## src/rtl/lpm_pkg.sv

```systemverilog
package lpm_pkg;
  typedef enum logic [1:0] {
    MODE_RUN  = 2'd0,
    MODE_WAIT = 2'd1,
    MODE_DOZE = 2'd2,
    MODE_STOP = 2'd3
  } lpm_mode_e;

  typedef enum logic [2:0] {
    CAUSE_POR = 3'd0,
    CAUSE_PIN = 3'd1,
    CAUSE_PLL = 3'd2,
    CAUSE_WDT = 3'd3,
    CAUSE_SW  = 3'd4
  } lpm_cause_e;
endpackage

```

## src/rtl/lpm_pin_filter.sv

```systemverilog
// External pin conditioning: a synchronized and filtered path for run, wait
// and doze, plus an asynchronous-assert, synchronous-release path for stop.
module lpm_pin_filter #(
  parameter int FILT_LEN = 4
) (
  input  logic clk,
  input  logic por_i,
  input  logic pin_i,
  input  logic stop_i,
  output logic hit_sync_o,
  output logic hit_async_o
);
  localparam int CW = $clog2(FILT_LEN + 1);
  localparam logic [CW-1:0] RUN_MAX = CW'(FILT_LEN - 1);

  logic [1:0]    sync_q;
  logic [CW-1:0] run_q;
  logic [1:0]    ar_q;
  logic          aset;

  assign aset = pin_i & stop_i;

  always_ff @(posedge clk) begin
    if (por_i) begin
      sync_q <= '0;
      run_q  <= '0;
    end else begin
      sync_q <= {sync_q[0], pin_i};
      if (!sync_q[1])
        run_q <= '0;
      else if (run_q != RUN_MAX)
        run_q <= run_q + 1'b1;
    end
  end

  // Asserted at once by the pin while in stop; released over two edges.
  always_ff @(posedge clk or posedge aset) begin
    if (aset)
      ar_q <= 2'b11;
    else if (por_i)
      ar_q <= 2'b00;
    else
      ar_q <= {ar_q[0], 1'b0};
  end

  assign hit_sync_o  = sync_q[1] && (run_q == RUN_MAX) && !stop_i;
  assign hit_async_o = ar_q[1];
endmodule

```

## src/rtl/lpm_reset_gen.sv

```systemverilog
// Qualifies each reset source against the current mode, stretches the
// chip reset and records the winning cause.
module lpm_reset_gen
  import lpm_pkg::*;
#(
  parameter int STRETCH = 8
) (
  input  logic      clk,
  input  logic      por_i,
  input  lpm_mode_e mode_i,
  input  logic      pin_sync_i,
  input  logic      pin_async_i,
  input  logic      pll_on_i,
  input  logic      pll_loc_i,
  input  logic      pll_lol_i,
  input  logic      wdt_en_i,
  input  logic      wdt_tmo_i,
  input  logic      sw_rst_i,
  output logic      src_any_o,
  output logic      rst_o,
  output logic [2:0] cause_o
);
  localparam int SW_W = $clog2(STRETCH + 1);
  localparam logic [SW_W-1:0] STRETCH_V = SW_W'(STRETCH);

  logic s_pin, s_pll, s_wdt, s_sw;
  logic [SW_W-1:0] hold_q;
  logic rst_q;
  lpm_cause_e cause_d, cause_q;

  assign s_pin = pin_sync_i | pin_async_i;
  assign s_pll = pll_on_i & (pll_loc_i | pll_lol_i);
  assign s_wdt = wdt_tmo_i & wdt_en_i & (mode_i != MODE_STOP);
  assign s_sw  = sw_rst_i & (mode_i == MODE_RUN);
  assign src_any_o = por_i | s_pin | s_pll | s_wdt | s_sw;

  always_comb begin
    if (por_i)      cause_d = CAUSE_POR;
    else if (s_pin) cause_d = CAUSE_PIN;
    else if (s_pll) cause_d = CAUSE_PLL;
    else if (s_wdt) cause_d = CAUSE_WDT;
    else            cause_d = CAUSE_SW;
  end

  always_ff @(posedge clk) begin
    if (src_any_o) begin
      hold_q  <= STRETCH_V;
      rst_q   <= 1'b1;
      cause_q <= cause_d;
    end else if (hold_q != '0) begin
      hold_q <= hold_q - 1'b1;
      rst_q  <= 1'b1;
    end else begin
      rst_q <= 1'b0;
    end
  end

  assign rst_o   = rst_q | pin_async_i;
  assign cause_o = cause_q;
endmodule

```

## src/rtl/lpm_mode_clk.sv

```systemverilog
// Mode register, exit pulse, relock wait and registered clock enables.
module lpm_mode_clk
  import lpm_pkg::*;
#(
  parameter int RELOCK_W = 16
) (
  input  logic                clk,
  input  logic                por_i,
  input  logic                src_any_i,
  input  logic                rst_busy_i,
  input  logic                req_wait_i,
  input  logic                req_doze_i,
  input  logic                req_stop_i,
  input  logic                pll_stop_off_i,
  input  logic [RELOCK_W-1:0] relock_cycles_i,
  output lpm_mode_e           mode_o,
  output logic                exit_o,
  output logic                cpu_ce_o,
  output logic                flash_ce_o,
  output logic                ram_ce_o,
  output logic                per_ce_o
);
  lpm_mode_e mode_q;
  logic [RELOCK_W-1:0] relock_q;
  logic exit_q;
  logic core_on, per_on;
  logic [3:0] ce_q;

  always_ff @(posedge clk) begin
    if (por_i) begin
      mode_q   <= MODE_RUN;
      exit_q   <= (mode_q != MODE_RUN);
      relock_q <= '0;
    end else if (src_any_i) begin
      mode_q <= MODE_RUN;
      exit_q <= (mode_q != MODE_RUN);
      if (mode_q == MODE_STOP && pll_stop_off_i)
        relock_q <= relock_cycles_i;
      else if (relock_q != '0)
        relock_q <= relock_q - 1'b1;
    end else begin
      exit_q <= 1'b0;
      if (relock_q != '0)
        relock_q <= relock_q - 1'b1;
      if (mode_q == MODE_RUN && !rst_busy_i && relock_q == '0) begin
        if (req_stop_i)      mode_q <= MODE_STOP;
        else if (req_doze_i) mode_q <= MODE_DOZE;
        else if (req_wait_i) mode_q <= MODE_WAIT;
      end
    end
  end

  assign core_on = (mode_q == MODE_RUN) && (relock_q == '0);
  assign per_on  = (mode_q != MODE_STOP) && (relock_q == '0);

  // Bits 0..2 follow the core domain, bit 3 the peripheral domain.
  for (genvar g = 0; g < 4; g++) begin : g_ce
    always_ff @(posedge clk) begin
      if (por_i)
        ce_q[g] <= 1'b1;
      else
        ce_q[g] <= (g == 3) ? per_on : core_on;
    end
  end

  assign mode_o     = mode_q;
  assign exit_o     = exit_q;
  assign cpu_ce_o   = ce_q[0];
  assign flash_ce_o = ce_q[1];
  assign ram_ce_o   = ce_q[2];
  assign per_ce_o   = ce_q[3];
endmodule

```

## src/rtl/lpm_reset_ctrl.sv

```systemverilog
module lpm_reset_ctrl
  import lpm_pkg::*;
#(
  parameter int FILT_LEN = 4,
  parameter int STRETCH  = 8,
  parameter int RELOCK_W = 16
) (
  input  logic                clk,
  input  logic                por_i,
  input  logic                pin_rst_i,
  input  logic                pll_on_i,
  input  logic                pll_loc_i,
  input  logic                pll_lol_i,
  input  logic                wdt_en_i,
  input  logic                wdt_tmo_i,
  input  logic                sw_rst_i,
  input  logic                req_wait_i,
  input  logic                req_doze_i,
  input  logic                req_stop_i,
  input  logic                pll_stop_off_i,
  input  logic [RELOCK_W-1:0] relock_cycles_i,
  output logic                rst_o,
  output logic                exit_o,
  output logic [2:0]          cause_o,
  output logic                cpu_ce_o,
  output logic                flash_ce_o,
  output logic                ram_ce_o,
  output logic                per_ce_o
);
  lpm_mode_e mode_q;
  logic pin_sync, pin_async, src_any;

  lpm_pin_filter #(.FILT_LEN(FILT_LEN)) u_pin (
    .clk        (clk),
    .por_i      (por_i),
    .pin_i      (pin_rst_i),
    .stop_i     (mode_q == MODE_STOP),
    .hit_sync_o (pin_sync),
    .hit_async_o(pin_async)
  );

  lpm_reset_gen #(.STRETCH(STRETCH)) u_rst (
    .clk        (clk),
    .por_i      (por_i),
    .mode_i     (mode_q),
    .pin_sync_i (pin_sync),
    .pin_async_i(pin_async),
    .pll_on_i   (pll_on_i),
    .pll_loc_i  (pll_loc_i),
    .pll_lol_i  (pll_lol_i),
    .wdt_en_i   (wdt_en_i),
    .wdt_tmo_i  (wdt_tmo_i),
    .sw_rst_i   (sw_rst_i),
    .src_any_o  (src_any),
    .rst_o      (rst_o),
    .cause_o    (cause_o)
  );

  lpm_mode_clk #(.RELOCK_W(RELOCK_W)) u_mode (
    .clk            (clk),
    .por_i          (por_i),
    .src_any_i      (src_any),
    .rst_busy_i     (rst_o),
    .req_wait_i     (req_wait_i),
    .req_doze_i     (req_doze_i),
    .req_stop_i     (req_stop_i),
    .pll_stop_off_i (pll_stop_off_i),
    .relock_cycles_i(relock_cycles_i),
    .mode_o         (mode_q),
    .exit_o         (exit_o),
    .cpu_ce_o       (cpu_ce_o),
    .flash_ce_o     (flash_ce_o),
    .ram_ce_o       (ram_ce_o),
    .per_ce_o       (per_ce_o)
  );
endmodule

```

## config.mk

```make
export PLATFORM = sky130hd
export DESIGN_NAME = lpm_reset_ctrl
export DESIGN_NICKNAME = d
export VERILOG_FILES = /design/src/rtl/lpm_pkg.sv /design/src/rtl/lpm_pin_filter.sv /design/src/rtl/lpm_reset_gen.sv /design/src/rtl/lpm_mode_clk.sv /design/src/rtl/lpm_reset_ctrl.sv
export SDC_FILE = /design/constraint.sdc
export NUM_CORES = 1
export LEC_CHECK = 0
export ABC_AREA = 1
export ABC_CLOCK_PERIOD_IN_PS = 1100
export BUFFER_PORTS_ARGS = -buffer_cell sky130_fd_sc_hd__buf_2
export CAP_MARGIN = 20
export CORE_AREA = 2 2 82 84
export CTS_BUF_LIST = sky130_fd_sc_hd__clkbuf_2
export DETAILED_ROUTE_END_ITERATION = 8
export DIE_AREA = 0 0 84 86
export GPL_ROUTABILITY_DRIVEN = 0
export HOLD_SLACK_MARGIN = 0.08
export SLEW_MARGIN = 20
export SYNTH_ARGS = -nofsm -noshare
export SYNTH_HDL_FRONTEND = slang
export SYNTH_SLANG_ARGS = --single-unit
```

## constraint.sdc

```tcl
create_clock -name clk -period 1.1 [get_ports clk]
set_clock_uncertainty 0.2 [all_clocks]
set_input_delay 0.22 -clock clk [delete_from_list [all_inputs] [get_ports clk]]
set_output_delay 0.22 -clock clk [all_outputs]
set_load 0.05 [all_outputs]
```

After elaboration in Yosys (flattened, before gate mapping). Cells that the tools add are included.

Flip-flop bits (word level): 36. Output and inout bits: 9.

Equal/unequal tests: 4. Bitwise logic cells: 13. Reduce and logical (&&, ||, !) cells: 20. $add $sub $neg: 3. Muxes and demuxes: 13.

Operator list (count): $mux 16 (3); $logic_not 16->1 (1); $reduce_bool 16->1 (1); $sub 16x1->16 const B (1); $mux 2 (5); $logic_and 1x1->1 (7); $or 1x1->1 (7); $reduce_or 2->1 (3); $and 1x1->1 (5); $mux 1 (4); $reduce_bool 4->1 (1); $sub 4x1->4 const B (1); $add 3x1->3 const B (1); $eq 3x2->1 const B (1); $mux 3 (1); $ne 3x2->1 const B (1); $reduce_bool 3->1 (1); $reduce_or 3->1 (1); $eq 2x2->1 const B (1); $logic_not 1->1 (2); $logic_not 2->1 (1); $ne 2x2->1 const B (1); $reduce_and 2->1 (1); $reduce_bool 2->1 (1); $not 1->1 (1).

Logic depth before layout (Yosys ltp).
Word-level depth: 10. Gate-level depth with buffers: 13. Mapped depth without buffers: 12.

Cells and area by module. From an unflattened synthesis, not the netlist that was laid out.

Cell total of the unflattened synthesis: 291. Area total of the unflattened synthesis: 1985.7 µm².

By module, submodules not included: lpm_mode_clk (sequential area each 420.4 µm², cells each 196, area an instance 1246.2 µm², times used 1); lpm_reset_gen (sequential area each 190.2 µm², cells each 59, area an instance 456.7 µm², times used 1); lpm_pin_filter (sequential area each 152.6 µm², cells each 34, area an instance 275.3 µm², times used 1); lpm_reset_ctrl (sequential area each 0.0 µm², cells each 2, area an instance 7.5 µm², times used 1).

Least setup slack after synthesis. No wires, ideal clock.

Kind: flip-flop to flip-flop. Start point: register u_pin.run_q[0]. End point: register u_mode.relock_q[1]. Arrival time: 1500 ps. Clock period less this slack: 1813 ps. Stages on the path, launching flop included: 14. Setup time: 113 ps. Setup slack: -713 ps. Path buffers: 1. Cell sequence: dfxtp_1 > ha_1 > ha_1 > nand2_1 > inv_1 > nand2_1 > nand3_2 > nor2_4 > nand2_2 > nand2_1 > buf_4 > nand2_1 > nand2_1 > nor2_1.

Longest elaborated chain between the ends: 9.

Ends and longest elaborated chain: start: declaration (line lpm_pin_filter.sv:17) `logic [CW-1:0] run_q;`; start signal: assignment (line lpm_pin_filter.sv:32) `run_q <= run_q + 1'b1;`; $eq 3x2->1 (line lpm_pin_filter.sv:46) `assign hit_sync_o = sync_q[1] && (run_q == RUN_MAX) && !stop_i;`; $logic_and 1x1->1 (2 in series) (line lpm_pin_filter.sv:46); $or 1x1->1 (line lpm_reset_gen.sv:31) `assign s_pin = pin_sync_i | pin_async_i;`; $or 1x1->1 (4 in series) (line lpm_reset_gen.sv:35) `assign src_any_o = por_i | s_pin | s_pll | s_wdt | s_sw;`; $mux 16 (line lpm_mode_clk.sv:34) `end else if (src_any_i) begin`; end signal: assignment (line lpm_mode_clk.sv:38) `relock_q <= relock_cycles_i;`; end signal: assignment (line lpm_mode_clk.sv:40) `relock_q <= relock_q - 1'b1;`; end signal: assignment (line lpm_mode_clk.sv:44) `relock_q <= relock_q - 1'b1;`; end: declaration (line lpm_mode_clk.sv:24) `logic [RELOCK_W-1:0] relock_q;`.

No other way between the ends. A chain may end at the register's enable or synchronous reset.

Worst setup path in the final report.
Start point: register u_pin.run_q[1]. End point: register u_mode.relock_q[11].

Same word-level chain as after synthesis.

==> impl_results.md <==
* Post-Synthesis Cell Area at 2138 µm²
* Worst Setup SP: u_pin.run_q[1]
* Max_cap viols at 0
* Total GRT Usage at 17.13%
* Failing checks: negative setup slack
* I/O Pins at 38
* Hold Path Cell Cnt at 4
* Netlist cell types at 31
* Final min period at 1824 ps
* Worst R2R Start: u_pin.run_q[1]
* Global-route wire length before repair at 10,100 µm
* Die ar. at 7224 µm²
* Clk slew on worst S/H paths at 210 ps
* Top cells by area, synth: dfxtp_1 (29%), nand2_1 (17%), nor2_1 (11%), inv_1 (11%), nand3_1 (4.7%)
* RSZ-0062 raised after global routing: yes
* Yosys top cell by area: dfxtp_1
* Setup CP Type: flop to flop
* Vias per cell at 4.456
* Avg WL per Cell at 11.15 µm
* Slack of the worst reg-to-reg path at -720 ps
* Die Height at 86 µm
* Async S/R FF share, synth at 5.556%
* Initial DRC Count at 98
* Sequential-to-total area share from yosys stat at 35.69%
* Total Wirelength at 6067 µm
* Port bufs at 37
* CTS root buf: clkbuf_2
* Area Overhead vs Synth at 66.06%
* Syn Area/Cell at 6.308 µm²
* Total CTS buffers at 5
* Post-synthesis mux area share at 0%
* Worst-Skew Late Latency at 390 ps
* Max-slew violation count at 0
* DP HPWL at 4225 µm
* Placed cell areas at 2887 µm²
* Largest family of logic cells by synthesized area: simple AND/OR/NAND/NOR gates
* Final setup violation count at 44
* RR Endpoint: u_mode.relock_q[11]
* Final Net Count at 501
* Simple-Gate Fraction of Synth Area at 40.32%
* Drt drc at 0
* P_leak at 1.862 nW
* Adder-Cell Fraction of Synth Area at 3.511%
* Power Total at 7.270 mW
* Hold bufs inserted after CTS at 22
* WP data required at 1210 ps
* Post-synth EDFFs at 3
* Via count at 2,424
* Share of layout cells above drive strength 1 at 39.19%
* Vias in the first global route at 2,370
* Worst VDD drop at 0.001181 V
* Clk sinks at 36
* Status: complete, but fails checks
* Top-count cell post-synth: nand2_1
* Cell Pwr Density at 2047 nW/µm²
* Worst Path Arrival at 1940 ps
* Core area at 6277 µm²
* Core Rows at 29
* Initial antenna violation count at 0
* Syn Inst Count at 339
* TritonCTS clock tree: built
* Congestion Overflow GR at 0
* H-tree Lvls at 2
* CP Max Fanout at 6
* Worst min path class: input pin to flop
* Largest net degree at the start of global routing at 20
* Fin crit share at 165.8%
* Worst slack, placed at -738.8 ps
* Syn. warnings at 0
* Reg2reg path depth at 13
* Design area at 3551 µm²
* Synth Area in Compound Gates at 4.740%
* Drt first pass iters at 4
* Yosys top cell area share at 29.02%
* Synthesized net count at 374
* Ant diodes at 0
* Crit path capture: u_mode.relock_q[11]
* Synth cell count leaders: nand2_1 (98), nor2_1 (62), inv_1 (61)
* Max frequency at 548.2 MHz
* Initial Util at 34.06%
* Slack of the critical path at -724.1 ps
* DRT antenna net count at 0
* Final Hold Viols at 0
* Ys flop type: dfxtp_1
* Worst Setup Start Kind: flop
* Die X-Extent at 84 µm
* Clock Tree Buf Depth at 2
* Xor and xnor area share after synthesis at 1.638%
* Post-synthesis register bit count at 36
* Critical path endpoint category: flop
[power breakdown]
group          internal, mW  switching (mW)
clock network         0.143           0.480
logic                  2.17            2.61
registers              1.63           0.241
total                  3.94            3.34
[worst min-delay path by stage]
stage	end	startpoint	slack, ps
after floorplan	u_pin.ar_q[0]	pin_rst_i	-50
after global placement	u_pin.ar_q[0]	pin_rst_i	70
after detailed placement	u_pin.ar_q[1]	pin_rst_i	80
after CTS	u_mode.mode_o[1]	req_wait_i	6
after global routing	u_mode.mode_o[1]	req_wait_i	20
final	u_mode.mode_o[1]	req_wait_i	30
[critical path, cell delays in order (launching register included)]
cell and delay [ps]:
dfxtp_2 380, ha_4 160, ha_4 160, nand2_2 50
inv_2 40, nand2_4 60, nand3_4 80, nor2_4 140
nand2_4 110, nand2_4 100, buf_6 130, nand2_1 50
inv_1 50, nor2_1 30
[state kept, by name (all words and copies together) (netlist names)]
| register | count |
|---|---|
| u_mode.cpu_ce_o | 1 |
| u_mode.exit_o | 1 |
| u_mode.mode_o | 2 |
| u_mode.per_ce_o | 1 |
| u_mode.relock_q | 16 |
| u_pin.ar_q | 2 |
| u_pin.run_q | 3 |
| u_pin.sync_q | 2 |
| u_rst.cause_o | 3 |
| u_rst.hold_q | 4 |
| u_rst.rst_q | 1 |
[through the flow]
step	hold slack, ps	util [%]	setup TNS (ps)	std cells
2_1_floorplan	-53.87	-	-16470	339
3_3_place_gp	71.03	45.98	-19490	501
3_5_place_dp	81.46	45.98	-21200	501
4_1_cts	5.656	53.40	-22370	538
5_1_grt	21.06	56.57	-28130	544
6_report	29.23	56.57	-24550	544
[cells in the final DEF, fill, tap and decap left out, types with 2 or more instances in the layout]
cell / n
a21oi_2: 6
nand3_2: 9
dfstp_2: 2
nor2_1: 54
o21ai_0: 7
xnor2_1: 2
dfxtp_1: 22
nand2_1: 87
nand2_2: 9
clkinv_2: 2
nand2_4: 6
buf_8: 7
inv_2: 7
xor2_1: 2
dfxtp_2: 8
buf_4: 55
nor2_2: 6
nor2_4: 5
nand3b_1: 8
clkbuf_2: 5
buf_2: 28
edfxtp_1: 3
nand4_1: 3
inv_1: 52
nand3_1: 11
or2_2: 2
ha_4: 3
ha_1: 3
buf_6: 14
dlygate4sd3_1: 22
o21ai_1: 2
[cells by family (layout without fill, tap and decap cells)]
logic type,after synthesis,count (layout)
AO/OA/AOI/OAI,19,19
XOR/XNOR,4,4
adder cells (fa/ha/maj),6,6
buffers and inverters,70,197
flip-flops,36,36
other,1,1
AND/OR/NAND/NOR,203,204
[layout make-up]
type | count | area [µm²]
multi-input combinational | 234 | 1319
inverter | 61 | 239.0
clock buffer | 5 | 25.02
fill | 627 | 2726
tap | 77 | 96.34
sequential | 36 | 777.0
timing repair buffer | 128 | 1081
clock inverter | 3 | 13.76
[repair_timing]
item,4_1_cts,5_1_grt
gates resized for setup,47,40
setup endpoints to repair,44,44
pin swaps,7,11
endpoints found under the hold margin,25,2
buffers inserted,8,9
cloned,1,1
[per-layer routing]
metal  part of all wire (%)  vias up  GRT usage [%]
met4                    1.5        0          3.372
li1                       -     1276              -
met1                     43     1100          19.52
met3                    3.1        9          3.369
met2                     53       39          33.16
met5                      0        -              0
(Power assumes the default switching activity.)
